**config.mk**
```make
export PLATFORM = sky130hd
export DESIGN_NAME = clk_edge_voter
export DESIGN_NICKNAME = d
export VERILOG_FILES = /design/src/rtl/clk_vote_pkg.sv /design/src/rtl/clk_vote_stamp.sv /design/src/rtl/clk_vote_rank.sv /design/src/rtl/clk_edge_voter.sv
export SDC_FILE = /design/constraint.sdc
export NUM_CORES = 1
export LEC_CHECK = 0
export ABC_AREA = 1
export BUFFER_PORTS_ARGS = -buffer_cell sky130_fd_sc_hd__buf_2
export CAP_MARGIN = 5
export CORE_AREA = 2 2 78 80
export CTS_CLUSTER_SIZE = 16
export DETAILED_ROUTE_END_ITERATION = 10
export DIE_AREA = 0 0 80 82
export PLACE_DENSITY = 0.69
export SLEW_MARGIN = 20
export SYNTH_ARGS = -nofsm -noshare
export SYNTH_HDL_FRONTEND = slang
export SYNTH_SLANG_ARGS = --single-unit
```
**constraint.sdc**
```tcl
create_clock -name clk -period 4.05 [get_ports clk]
set_input_delay 0.405 -clock clk [delete_from_list [all_inputs] [get_ports clk]]
set_output_delay 0.405 -clock clk [all_outputs]
set_load 0.1 [all_outputs]
```
**src/rtl/clk_vote_pkg.sv**
```systemverilog
package clk_vote_pkg;
    typedef enum logic [1:0] {
        VS_IDLE = 2'd0,
        VS_OPEN = 2'd1,
        VS_EVAL = 2'd2
    } vote_state_e;
endpackage

```
**src/rtl/clk_vote_stamp.sv**
```systemverilog
module clk_vote_stamp #(
    parameter int TW = 4
) (
    input  logic          clk,
    input  logic          rst_n,
    input  logic          clear,
    input  logic          capture_en,
    input  logic          pulse,
    input  logic [TW-1:0] now,
    output logic [TW-1:0] stamp,
    output logic          seen_once
);
    logic [1:0] hits;

    always_ff @(posedge clk or negedge rst_n) begin
        if (!rst_n) begin
            hits  <= 2'd0;
            stamp <= '0;
        end else if (clear) begin
            hits <= 2'd0;
        end else if (capture_en && pulse) begin
            if (hits == 2'd0) stamp <= now;
            if (hits != 2'd2) hits <= hits + 2'd1;
        end
    end

    assign seen_once = (hits == 2'd1);

    // the first arrival time is kept even when further pulses come
    a_r3_stamp_hold: assert property (@(posedge clk) disable iff (!rst_n)
        (hits != 2'd0 && !clear) |=> $stable(stamp));
endmodule

```
**src/rtl/clk_vote_rank.sv**
```systemverilog
module clk_vote_rank #(
    parameter int NP = 3,
    parameter int K  = 2,
    parameter int TW = 4
) (
    input  logic             clk,
    input  logic             rst_n,
    input  logic [NP*TW-1:0] stamps,
    input  logic [NP-1:0]    valid,
    output logic [TW-1:0]    ref_time,
    output logic             ref_ok
);
    logic [NP-1:0] hit;

    for (genvar i = 0; i < NP; i++) begin : g_rank
        always_comb begin
            int r;
            r = 0;
            for (int j = 0; j < NP; j++) begin
                if (j != i && valid[j]) begin
                    if (stamps[j*TW +: TW] < stamps[i*TW +: TW] ||
                        (stamps[j*TW +: TW] == stamps[i*TW +: TW] && j < i))
                        r = r + 1;
                end
            end
            hit[i] = valid[i] && (r == K - 1);
        end
    end

    always_comb begin
        ref_time = '0;
        for (int i = 0; i < NP; i++) begin
            if (hit[i]) ref_time = ref_time | stamps[i*TW +: TW];
        end
    end

    assign ref_ok = |hit;

    // ties are broken by index, so at most one peer holds rank K
    a_r1_one_ref: assert property (@(posedge clk) disable iff (!rst_n)
        $onehot0(hit));

    // a reference exists only with at least K ranked peers
    a_r1_ref_count: assert property (@(posedge clk) disable iff (!rst_n)
        ref_ok |-> ($countones(valid) >= K));
endmodule

```
**src/rtl/clk_edge_voter.sv**
```systemverilog
module clk_edge_voter
    import clk_vote_pkg::*;
#(
    parameter int N   = 4,
    parameter int M   = 1,
    parameter int WIN = 16
) (
    input  logic                        clk,
    input  logic                        rst_n,
    input  logic                        own_edge,
    input  logic [N-2:0]                peer_edge,
    input  logic [$clog2(WIN)-1:0]      sat_limit,
    output logic                        err_valid,
    output logic signed [$clog2(WIN):0] phase_err,
    output logic                        own_early
);
    localparam int NPEER = N - 1;
    localparam int K     = (N + M) / 2;
    localparam int TW    = $clog2(WIN);
    localparam int ERR_W = TW + 1;

    if (N <= 3 * M) begin : g_cfg_bad
        $error("clk_edge_voter: cluster size must exceed three times the fault budget");
    end
    if (WIN < 2) begin : g_win_bad
        $error("clk_edge_voter: window must be at least two ticks");
    end

    vote_state_e   state, state_nxt;
    logic [TW-1:0] tick;
    logic [TW-1:0] now;
    logic          any_edge, capture_en, clear;

    assign any_edge   = own_edge | (|peer_edge);
    assign now        = (state == VS_IDLE) ? '0 : tick;
    assign capture_en = (state != VS_EVAL);
    assign clear      = (state == VS_EVAL);

    always_ff @(posedge clk or negedge rst_n) begin
        if (!rst_n) begin
            state <= VS_IDLE;
            tick  <= '0;
        end else begin
            state <= state_nxt;
            if (state == VS_IDLE)      tick <= TW'(1);
            else if (state == VS_OPEN) tick <= tick + 1'b1;
        end
    end

    always_comb begin
        state_nxt = state;
        unique case (state)
            VS_IDLE: if (any_edge) state_nxt = VS_OPEN;
            VS_OPEN: if (tick == TW'(WIN - 1)) state_nxt = VS_EVAL;
            VS_EVAL: state_nxt = VS_IDLE;
            default: state_nxt = VS_IDLE;
        endcase
    end

    logic [TW-1:0]       own_stamp;
    logic                own_once;
    logic [NPEER*TW-1:0] peer_stamps;
    logic [NPEER-1:0]    peer_once;

    clk_vote_stamp #(.TW(TW)) u_own (
        .clk(clk), .rst_n(rst_n), .clear(clear), .capture_en(capture_en),
        .pulse(own_edge), .now(now), .stamp(own_stamp), .seen_once(own_once)
    );

    for (genvar p = 0; p < NPEER; p++) begin : g_peer
        clk_vote_stamp #(.TW(TW)) u_peer (
            .clk(clk), .rst_n(rst_n), .clear(clear), .capture_en(capture_en),
            .pulse(peer_edge[p]), .now(now),
            .stamp(peer_stamps[p*TW +: TW]), .seen_once(peer_once[p])
        );
    end

    logic [TW-1:0] ref_time;
    logic          ref_ok;

    clk_vote_rank #(.NP(NPEER), .K(K), .TW(TW)) u_rank (
        .clk(clk), .rst_n(rst_n), .stamps(peer_stamps), .valid(peer_once),
        .ref_time(ref_time), .ref_ok(ref_ok)
    );

    logic signed [ERR_W-1:0] raw_diff, lim, sat_val;

    always_comb begin
        raw_diff = $signed({1'b0, own_stamp}) - $signed({1'b0, ref_time});
        lim      = $signed({1'b0, sat_limit});
        if (raw_diff > lim)       sat_val = lim;
        else if (raw_diff < -lim) sat_val = -lim;
        else                      sat_val = raw_diff;
    end

    always_ff @(posedge clk or negedge rst_n) begin
        if (!rst_n) begin
            err_valid <= 1'b0;
            phase_err <= '0;
            own_early <= 1'b0;
        end else begin
            err_valid <= 1'b0;
            if (state == VS_EVAL && own_once && ref_ok) begin
                err_valid <= 1'b1;
                phase_err <= sat_val;
                own_early <= (raw_diff < 0);
            end
        end
    end

    // the result strobe lasts a single clock
    a_r7_single_pulse: assert property (@(posedge clk) disable iff (!rst_n)
        err_valid |=> !err_valid);

    // a result only follows an evaluation sample
    a_r2_after_eval: assert property (@(posedge clk) disable iff (!rst_n)
        err_valid |-> ($past(state) == VS_EVAL));

    // evaluation lasts one sample and returns to idle
    a_r9_eval_once: assert property (@(posedge clk) disable iff (!rst_n)
        (state == VS_EVAL) |=> (state == VS_IDLE));

    // reported error stays within the limit in force at evaluation
    a_r5_bounded: assert property (@(posedge clk) disable iff (!rst_n)
        err_valid |-> (phase_err <= $signed({1'b0, $past(sat_limit)}) &&
                       phase_err >= -$signed({1'b0, $past(sat_limit)})));

    // the early flag agrees with the sign of the reported error
    a_r6_sign: assert property (@(posedge clk) disable iff (!rst_n)
        err_valid |-> (own_early ? (phase_err <= 0) : (phase_err >= 0)));
endmodule

```
Yosys cells after proc, flatten, opt, wreduce, memory -nomap -nowiden
Cells that the tools add are included.
W data, S select, Z words.
{"block": "word_totals", "in_bits": 10, "regBits": 37}
{"block": "classes", "bitwise": 4, "n_eq_ne": 20, "reduce_logical": 37, "n_addsub": 10, "mux": 36, "n_lt_le_gt_ge": 9}
{"op": "$mux W32", "count": 6}
{"op": "$eq A32 B2 Y1 const B", "count": 3}
{"op": "$add A32 B2 Y32 const B", "count": 2}
{"op": "$mux W2", "count": 14}
{"op": "$lt A4 B4 Y1", "count": 6}
{"op": "$mux W4", "count": 6}
{"op": "$reduce_bool A2 Y1", "count": 9}
{"op": "$eq A4 B4 Y1", "count": 3}
{"op": "$ne A2 B2 Y1 const B", "count": 6}
{"op": "$reduce_and A3 Y1", "count": 4}
{"op": "$eq A2 B1 Y1 const B", "count": 5}
{"op": "$logic_not A2 Y1", "count": 5}
{"op": "$mux W5", "count": 2}
{"op": "$reduce_and A2 Y1", "count": 5}
{"op": "$logic_and A1 B1 Y1", "count": 9}
{"op": "$add A2 B1 Y2 const B", "count": 4}
{"op": "$or A4 B4 Y4", "count": 2}
{"op": "$mux W1", "count": 7}
{"op": "$reduce_or A3 Y1", "count": 2}
{"op": "$gt A5 B5 Y1", "count": 1}
{"op": "$lt A5 B1 Y1 const B", "count": 1}
{"op": "$lt A5 B5 Y1", "count": 1}
{"op": "$neg A4 Y5", "count": 1}
{"op": "$sub A4 B4 Y5", "count": 1}
{"op": "other kinds (9)", "count": 11}

Logic depth before layout (Yosys ltp)
Gate-level depths: netlist of the first run.
{"block": "logic_depth", "word_depth": 17, "mapped_depth": 35}

By module
From an unflattened synthesis of the first run, not the netlist that was laid out.
{"block": "unflattened", "cells_unflattened": 416, "area_unflattened_um2": 3005.4}
{"mod": "clk_vote_stamp", "area_per_inst_um2": 322.8, "cells_per_inst": 41, "seq_area_each_um2": 150.1, "n_inst": 4}
{"mod": "clk_edge_voter", "area_per_inst_um2": 1147.4, "cells_per_inst": 158, "seq_area_each_um2": 325.3, "n_inst": 1}
{"mod": "clk_vote_rank", "area_per_inst_um2": 566.8, "cells_per_inst": 94, "seq_area_each_um2": 0.0, "n_inst": 1}

Worst setup path before layout of the first run
No wires, ideal clock.
{"block": "synth_path", "path_type": "register to register", "startpoint": "reg g_peer[1].u_peer.stamp[3]", "endpoint": "reg phase_err[0]", "synth_period_minus_slack_ns": 3.810, "stages_incl_launch_ff": 27, "slack_ns": 0.240, "arrival_ns": 3.688, "path_buffers": 0, "path_cell_list": "dfrtp_1 > inv_1 > ha_1 > nand2_1 > inv_1 > a221oi_1 > nand2_1 > ha_1 > nand2_1 > a21oi_1 > nand3_1 > o211ai_1 > ha_1 > inv_1 > fa_1 > xor2_1 > ha_1 > nand2_1 > nor2_8 > nand2_2 > nand3_1 > nand2_2 > nand2_1 > nand2_1 > nand2_1 > nand3_1 > nand2_1"}
{"block": "synth_between", "elab_chain_cells": 17, "elab_cells_between_ends": 38, "classes_between": "add/sub (3); order compare (6); eq/ne (5); mux (15); bitwise (2); reduce/logical (7)"}
{"element": "start: declaration", "line_no": "clk_vote_stamp.sv:10", "rtl": "output logic [TW-1:0] stamp,"}
{"element": "start signal: assignment", "line_no": "clk_vote_stamp.sv:22", "rtl": "if (hits == 2'd0) stamp <= now;"}
{"element": "$lt A4 B4 Y1", "line_no": "clk_vote_rank.sv:21", "rtl": "if (stamps[j*TW +: TW] < stamps[i*TW +: TW] ||"}
{"element": "$mux W1", "line_no": "clk_vote_rank.sv:21"}
{"element": "$mux W1", "line_no": "clk_vote_rank.sv:20", "rtl": "if (j != i && valid[j]) begin"}
{"element": "$add A32 B2 Y32", "line_no": "clk_vote_rank.sv:23", "rtl": "r = r + 1;"}
{"element": "$mux W32", "line_no": "clk_vote_rank.sv:21"}
{"element": "$mux W32", "line_no": "clk_vote_rank.sv:20"}
{"element": "$eq A32 B2 Y1", "line_no": "clk_vote_rank.sv:26", "rtl": "hit[i] = valid[i] && (r == K - 1);"}
{"element": "$logic_and A1 B1 Y1", "line_no": "clk_vote_rank.sv:26"}
{"element": "$mux W4", "line_no": "clk_vote_rank.sv:33", "rtl": "if (hit[i]) ref_time = ref_time | stamps[i*TW +: TW];"}
{"element": "$or A4 B4 Y4", "line_no": "clk_vote_rank.sv:33"}
{"element": "$mux W4", "line_no": "clk_vote_rank.sv:33"}
{"element": "$or A4 B4 Y4", "line_no": "clk_vote_rank.sv:33"}
{"element": "$mux W4", "line_no": "clk_vote_rank.sv:33"}
{"element": "$sub A4 B4 Y5", "line_no": "clk_edge_voter.sv:89", "rtl": "raw_diff = $signed({1'b0, own_stamp}) - $signed({1'b0, ref_time});"}
{"element": "$lt A5 B5 Y1", "line_no": "clk_edge_voter.sv:92", "rtl": "else if (raw_diff < -lim) sat_val = -lim;"}
{"element": "$mux W5", "line_no": "clk_edge_voter.sv:92"}
{"element": "$mux W5", "line_no": "clk_edge_voter.sv:91", "rtl": "if (raw_diff > lim) sat_val = lim;"}
{"element": "end signal: assignment", "line_no": "clk_edge_voter.sv:105", "rtl": "phase_err <= sat_val;"}
{"element": "end: declaration", "line_no": "clk_edge_voter.sv:14", "rtl": "output logic signed [$clog2(WIN):0] phase_err,"}
Parallel ways exist; a longest one is shown, timed or not.
A chain may end at the register's enable or synchronous reset.

Worst setup path after layout of the first run
{"block": "layout_path", "startpoint": "reg g_peer[2].u_peer.stamp[3]", "endpoint": "reg phase_err[0]"}
{"block": "layout_between", "elab_chain_cells": 14, "elab_cells_between_ends": 35, "classes_between": "add/sub (2); order compare (6); eq/ne (5); mux (13); bitwise (2); reduce/logical (7)"}
{"element": "start: declaration", "line_no": "clk_vote_stamp.sv:10"}
{"element": "start signal: assignment", "line_no": "clk_vote_stamp.sv:22"}
{"element": "$lt A4 B4 Y1 / $eq A4 B4 Y1 (equally long branches)", "line_no": "clk_vote_rank.sv:21, clk_vote_rank.sv:22"}
{"element": "$mux W32 / $logic_or A1 B1 Y1 (equally long branches)", "line_no": "clk_vote_rank.sv:21"}
{"element": "$mux W32 / $mux W1 (equally long branches)", "line_no": "clk_vote_rank.sv:20, clk_vote_rank.sv:21"}
{"element": "$eq A32 B2 Y1 / $mux W1 (equally long branches)", "line_no": "clk_vote_rank.sv:26, clk_vote_rank.sv:20"}
{"element": "$logic_and A1 B1 Y1 / $add A1 B1 Y2 (equally long branches)", "line_no": "clk_vote_rank.sv:26, clk_vote_rank.sv:23"}
{"element": "$mux W4 / $mux W32 (equally long branches)", "line_no": "clk_vote_rank.sv:33, clk_vote_rank.sv:21"}
{"element": "$or A4 B4 Y4 / $mux W32 (equally long branches)", "line_no": "clk_vote_rank.sv:33, clk_vote_rank.sv:20"}
{"element": "$mux W4 / $eq A32 B2 Y1 (equally long branches)", "line_no": "clk_vote_rank.sv:33, clk_vote_rank.sv:26"}
{"element": "$or A4 B4 Y4 / $logic_and A1 B1 Y1 (equally long branches)", "line_no": "clk_vote_rank.sv:33, clk_vote_rank.sv:26"}
{"element": "$mux W4", "line_no": "clk_vote_rank.sv:33"}
{"element": "$sub A4 B4 Y5", "line_no": "clk_edge_voter.sv:89"}
{"element": "$lt A5 B5 Y1", "line_no": "clk_edge_voter.sv:92"}
{"element": "$mux W5", "line_no": "clk_edge_voter.sv:92"}
{"element": "$mux W5", "line_no": "clk_edge_voter.sv:91"}
Parallel ways exist; a longest one is shown, timed or not.

==> results of run 1 <==
[placed cells by master (no fill, tap or decap), drive strengths merged, types with 5 or more instances in the layout]
master / n
clkbuf: 5
dfrtp: 37
inv: 67
o21ai: 26
nor2: 31
a21oi: 12
nand2: 89
buf: 36
ha: 41
nand3: 31
[logic make-up (layout without fill, tap and decap cells)]
logic type / count (synthesis) / in the layout / share of synthesized area
mux: 4 / 4 / 0.0160
buf+inv: 68 / 112 / 0.0912
compound gates: 46 / 46 / 0.0908
fa+ha+maj: 42 / 42 / 0.190
simple gates: 160 / 160 / 0.274
xor+xnor: 3 / 3 / 0.00935
flops: 37 / 37 / 0.329
[worst register-to-register path: cells and delay by family, from the launching register on]
kind	cells	cell delay, ns
XOR/XNOR	1	0.17
AND/OR/NAND/NOR	14	1.11
buffers and inverters	3	0.22
adder cells (fa/ha/maj)	5	1.41
AO/OA/AOI/OAI	3	0.50
flip-flops	1	0.40
[sequential cells by signal (all words and copies together) (netlist names)]
register / count
tick: 4
own_early: 1
u_own.hits: 2
g_peer.u_peer.hits: 6
err_valid: 1
u_own.stamp: 4
g_peer.u_peer.stamp: 12
state: 2
phase_err: 5
[area by class of cell]
| cell class | count | share of cell area |
|---|---|---|
| timing repair buffer | 36 | 0.0664 |
| tap | 75 | 0.0271 |
| clock buffer | 5 | 0.0199 |
| multi-input combinational | 255 | 0.531 |
| inverter | 68 | 0.0740 |
| sequential | 37 | 0.268 |
| clock inverter | 3 | 0.0134 |
[how the worst min path moves through the flow]
stage	startpoint	endpoint
after global placement	phase_err[3]	phase_err[3]
final	rst_n	g_peer[1].u_peer.stamp[1]
after CTS	rst_n	phase_err[1]
after detailed placement	phase_err[2]	phase_err[2]
after floorplan	rst_n	err_valid
after global routing	rst_n	tick[1]
[synthesized netlist by cell type (3+ instances only)]
library cell	number	area share
nand2_1	77	0.10
inv_1	59	0.079
ha_1	41	0.18
dfrtp_1	37	0.33
nand3_1	29	0.052
nor2_1	25	0.033
o21ai_0	21	0.037
a21oi_1	10	0.018
nand2_2	9	0.020
inv_2	8	0.011
o21ai_1	5	0.0089
mux2_1	4	0.016
nor3_1	4	0.0071
nand2_4	3	0.012
nor2_2	3	0.0067
o22ai_1	3	0.0067
xor2_1	3	0.0093
[per-layer routing]
metal / part of all wire / wire (µm) / track usage
met3: 0.023 / 142 / 0.0330
met2: 0.49 / 3020 / 0.326
met5: 0 / 0 / 0
met1: 0.46 / 2840 / 0.251
met4: 0.021 / 130 / 0.0610
[repair_timing]
action / CTS / global route
setup endpoints to repair: 5 / 5
pin swaps: 1 / 21
cloned: 0 / 0
buffers inserted: 1 / 6
gates resized for setup: 4 / 42
[stage by stage]
stage / utilization / setup TNS (ns) / instances / cell area [µm²] / setup WS [ns]
finish: 0.603 / 0 / 479 / 3470 / 0.0985
global route: 0.603 / -0.644 / 479 / 3470 / -0.161
CTS: 0.561 / 0 / 473 / 3220 / 0.00543
detailed placement: 0.537 / -0.737 / 464 / 3080 / -0.184
global placement: 0.537 / -0.284 / 464 / 3080 / -0.0828
floorplan: - / 0 / 360 / 2810 / 0.240
==> flow_summary.ini, run 1 <==
[status]
status = finished clean

[clock_network]
cts_hold_buffers = 0
clk_pin_slew_ns = 0.08
cts_sinks = 37
clock_latency_ns = 0.30
cts_tree = done
cts_buffer_depth = 2
cts_max_level = 2
cts_buffers = 5
cts_root_buf = clkbuf_8

[sta]
tightest_slew_ns = 0.842
slew_headroom = 0.439
setup_viol = 0
hold_ws_ns = 0.212
finClkSkew_ns = 0.0108
fmax_ghz = 0.253
period_needed_ns = 3.95
finalHoldViolations = 0
fin_crit_sh = 0.976
rsz0062_at_grt = true
slew_viol_final = 0

[die]
ios = 17
die_height_um = 82
core_um2 = 5750
die_x_um = 80
initial_core_util = 0.489
rows = 28
die_area_um2 = 6560

[worst_setup_path]
cp-endpoint = phase_err[0]
crit_family = adder cells
cp.depth = 26
cp-startpoint = g_peer[2].u_peer.stamp[3]
cp_data_arrival_time_ns = 4.14
r2r_slack_ns = 0.1
cp-start-kind = flop
crit_type = reg2reg
critical-path-slowest-cell = dfrtp_1
worst-path-buf-inv = 3
worstSetupEndpointType = flop
crit_top_cell = nand2_1
slowest_delay_ns = 0.40
required_ns = 4.24
timing.rr.end = phase_err[0]
cp_max_fo = 4
reg2regPathDepth = 26
r2r_start = g_peer[2].u_peer.stamp[3]

[synth]
synth_cell_types = 32
synth_nets = 412
syn_avg_cell_area_um2 = 7.81
syn_inst = 360
ys_seq_elements = 37
async_reset_ff_frac = 1.00
seq_area_frac_synth = 0.329
syn_area_um2 = 2810
synth_edf_count = 0
yosys_warnings = 0
synth_flop_cell = dfrtp_1

[grt]
grt_overflow = 0
antenna_found_initial = 0
grt_pass1_vias = 2175
grt_max_degree = 38
grt_pass1_wl_um = 9830
grt_usage = 0.193

[layout]
register_area_um2 = 928
fillers = 517
diodes = 0
syn2layout_area_growth_pct = 23.3
nets = 455
layout-drive-gt1-share = 0.282
multi_input_area_um2 = 1840

[drt]
drc = 0
vias = 2411
antenna_left = 0
viasPerCell = 5.03
wire_per_inst_um = 12.8
firstDrtPassIters = 4
drt_iter0_markers = 91
wirelength_um = 6130

[flow_run]
drv_cap = 0

[place]
portBuffers = 16
gp_congestion = 0.921
dp_hpwl_um = 4620

[min_path]
hp-class = in2async
Power of run 1 is not shown: default switching activity piles up to over one toggle a cycle in this logic, so the estimate is an artifact.
==> run 2, diff against run 1 <==
--- a/config.mk
+++ b/config.mk
@@ -12,7 +12,7 @@
 export CTS_CLUSTER_SIZE = 16
 export DETAILED_ROUTE_END_ITERATION = 10
 export DIE_AREA = 0 0 80 82
-export PLACE_DENSITY = 0.69
+export PLACE_DENSITY = 0.67
 export SLEW_MARGIN = 20
 export SYNTH_ARGS = -nofsm -noshare
 export SYNTH_HDL_FRONTEND = slang
==> constraint.sdc (replaced) <==
create_clock -name clk -period 4.6 [get_ports clk]
set_input_delay 0.46 -clock clk [delete_from_list [all_inputs] [get_ports clk]]
set_output_delay 0.46 -clock clk [all_outputs]
set_load 0.1 [all_outputs]
==> flow_summary.ini, run 2 (synthesis gave the netlist of run 1 again) <==
[status]
status = finished clean

[sta]
fmax_ghz = 0.232
slew_headroom = 0.437
setup_viol = 0
finClkSkew_ns = 0.00545
period_needed_ns = 4.31
finalHoldViolations = 0
finalSetupTns_ns = 0
rsz0062_at_grt = false
fin_crit_sh = 0.936
slew_viol_final = 0
setup_slack_ns = 0.294
tightest_slew_ns = 0.845

[place]
gp_congestion = 0.855
placed_area_um2 = 2990
dp_slack_ns = 0.175
portBuffers = 16
dp_hpwl_um = 4510
dp_cells = 451

[layout]
top_register = g_peer.u_peer.stamp
final_cells = 459
largest_reg_flops = 12
diodes = 0
syn2layout_area_growth_pct = 10.8
final_area_um2 = 3110
layout_commonest_cell = nand2_1
final_cell_mix = nand2_1, inv_1, ha_1
layout-drive-gt1-share = 0.151
nets = 435
largestRegisters = g_peer.u_peer.stamp: 12 flops, g_peer.u_peer.hits: 6 flops, phase_err: 5 flops

[clock_network]
clk_pin_slew_ns = 0.08
cts_tree = done
clock_latency_ns = 0.29
cts_resized = 0
postCtsSetupBuffers = 0
cts_buffer_depth = 2
cts_max_level = 2
cts_buffers = 5
cts_root_buf = clkbuf_8
cts_hold_buffers = 0
cts_sinks = 37

[min_path]
hp-class = in2async

[worst_setup_path]
cp_data_arrival_time_ns = 4.49
required_ns = 4.78
slowest_delay_ns = 0.46
critical-path-slowest-cell = fa_1
worst-path-buf-inv = 4
worstSetupEndpointType = flop
crit_family = adder cells
crit_top_cell = nand2_1
crit_type = reg2reg
cp_max_fo = 5
cp-start-kind = flop

[die]
rows = 28
die_area_um2 = 6560
ios = 17
die_height_um = 82
initial_core_util = 0.489
core_um2 = 5750
die_x_um = 80

[drt]
drc = 0
wl_met1_um = 2680
dr_wl_met3_um = 141
wirelength_um = 5590
viasPerCell = 4.96
wl_met2_um = 2640
vias = 2276
antenna_left = 0
drt_iter0_markers = 125
wire_per_inst_um = 12.2
firstDrtPassIters = 5
top_layer = met4

[grt]
grt_usage = 0.189
grt_pass1_wl_um = 9690
grt_overflow = 0
antenna_found_initial = 0
grt_max_degree = 38
grt_pass1_vias = 2160

[flow_run]
drv_cap = 0
-- run 2: cell types whose count changed in the layout (fill, tap and decap cells not counted), moves of 3 or more --
cell / before / now
nand2_2: 15 / 9
ha_1: 32 / 41
inv_2: 16 / 8
buf_4: 20 / 0
nand2_1: 68 / 77
ha_4: 8 / 0
nand2_4: 6 / 3
inv_1: 51 / 59
-- run 2: final cells by class --
class	count	area (µm²)
clock buffer	6	82.6
clock inverter	2	13.8
fill	559	2630
inverter	68	256
multi-input combinational	255	1660
sequential	37	926
tap	75	93.8
timing repair buffer	16	80.1
-- run 2: metal layers --
metal / vias up / track usage
li1: 1203 / -
met1: 1031 / 0.254
met2: 31 / 0.310
met3: 11 / 0.0275
met4: 0 / 0.0729
met5: - / 0
-- run 2: metrics by stage --
stage          utilization  hold WS, ns
4_1_cts              0.536        0.299
2_1_floorplan            -        0.164
3_3_place_gp         0.520        0.451
3_5_place_dp         0.520        0.455
6_report             0.542        0.272
5_1_grt              0.542        0.343
-- run 2: worst reg2reg max path, stage by stage, from the launching register on --
cell and delay, ns:
dfrtp_1 0.36, inv_1 0.14, ha_1 0.27, inv_1 0.06, o21bai_1 0.09, a221oi_2 0.33, nand2_1 0.10, ha_1 0.29
nand2_1 0.06, a21oi_2 0.16, nand3_1 0.11, o211ai_1 0.10, ha_1 0.17, inv_1 0.06, fa_1 0.46, a21oi_4 0.24
ha_1 0.34, nand2_1 0.12, clkinv_2 0.07, nand2_2 0.10, nand3_1 0.16, nand2_2 0.12, nand2_1 0.05, nand2_1 0.05
nand2_1 0.04, nand3_1 0.09, nand2_1 0.06
-- run 2: final timing paths --
| check | startpoint | end | slack [ns] | depth (start not counted) |
|---|---|---|---|---|
| min in group clk | phase_err[3] | phase_err[3] | 0.47 | 2 |
| min | rst_n | phase_err[3] | 0.27 | 1 |
| min reg2reg | phase_err[3] | phase_err[3] | 0.47 | 2 |
| max | g_peer[1].u_peer.stamp[1] | phase_err[0] | 0.29 | 26 |
| max in group asynchronous | rst_n | g_peer[2].u_peer.stamp[1] | 3.80 | 1 |
| max reg2reg | g_peer[1].u_peer.stamp[1] | phase_err[0] | 0.29 | 26 |
Power of run 2 is left out for the same reason.
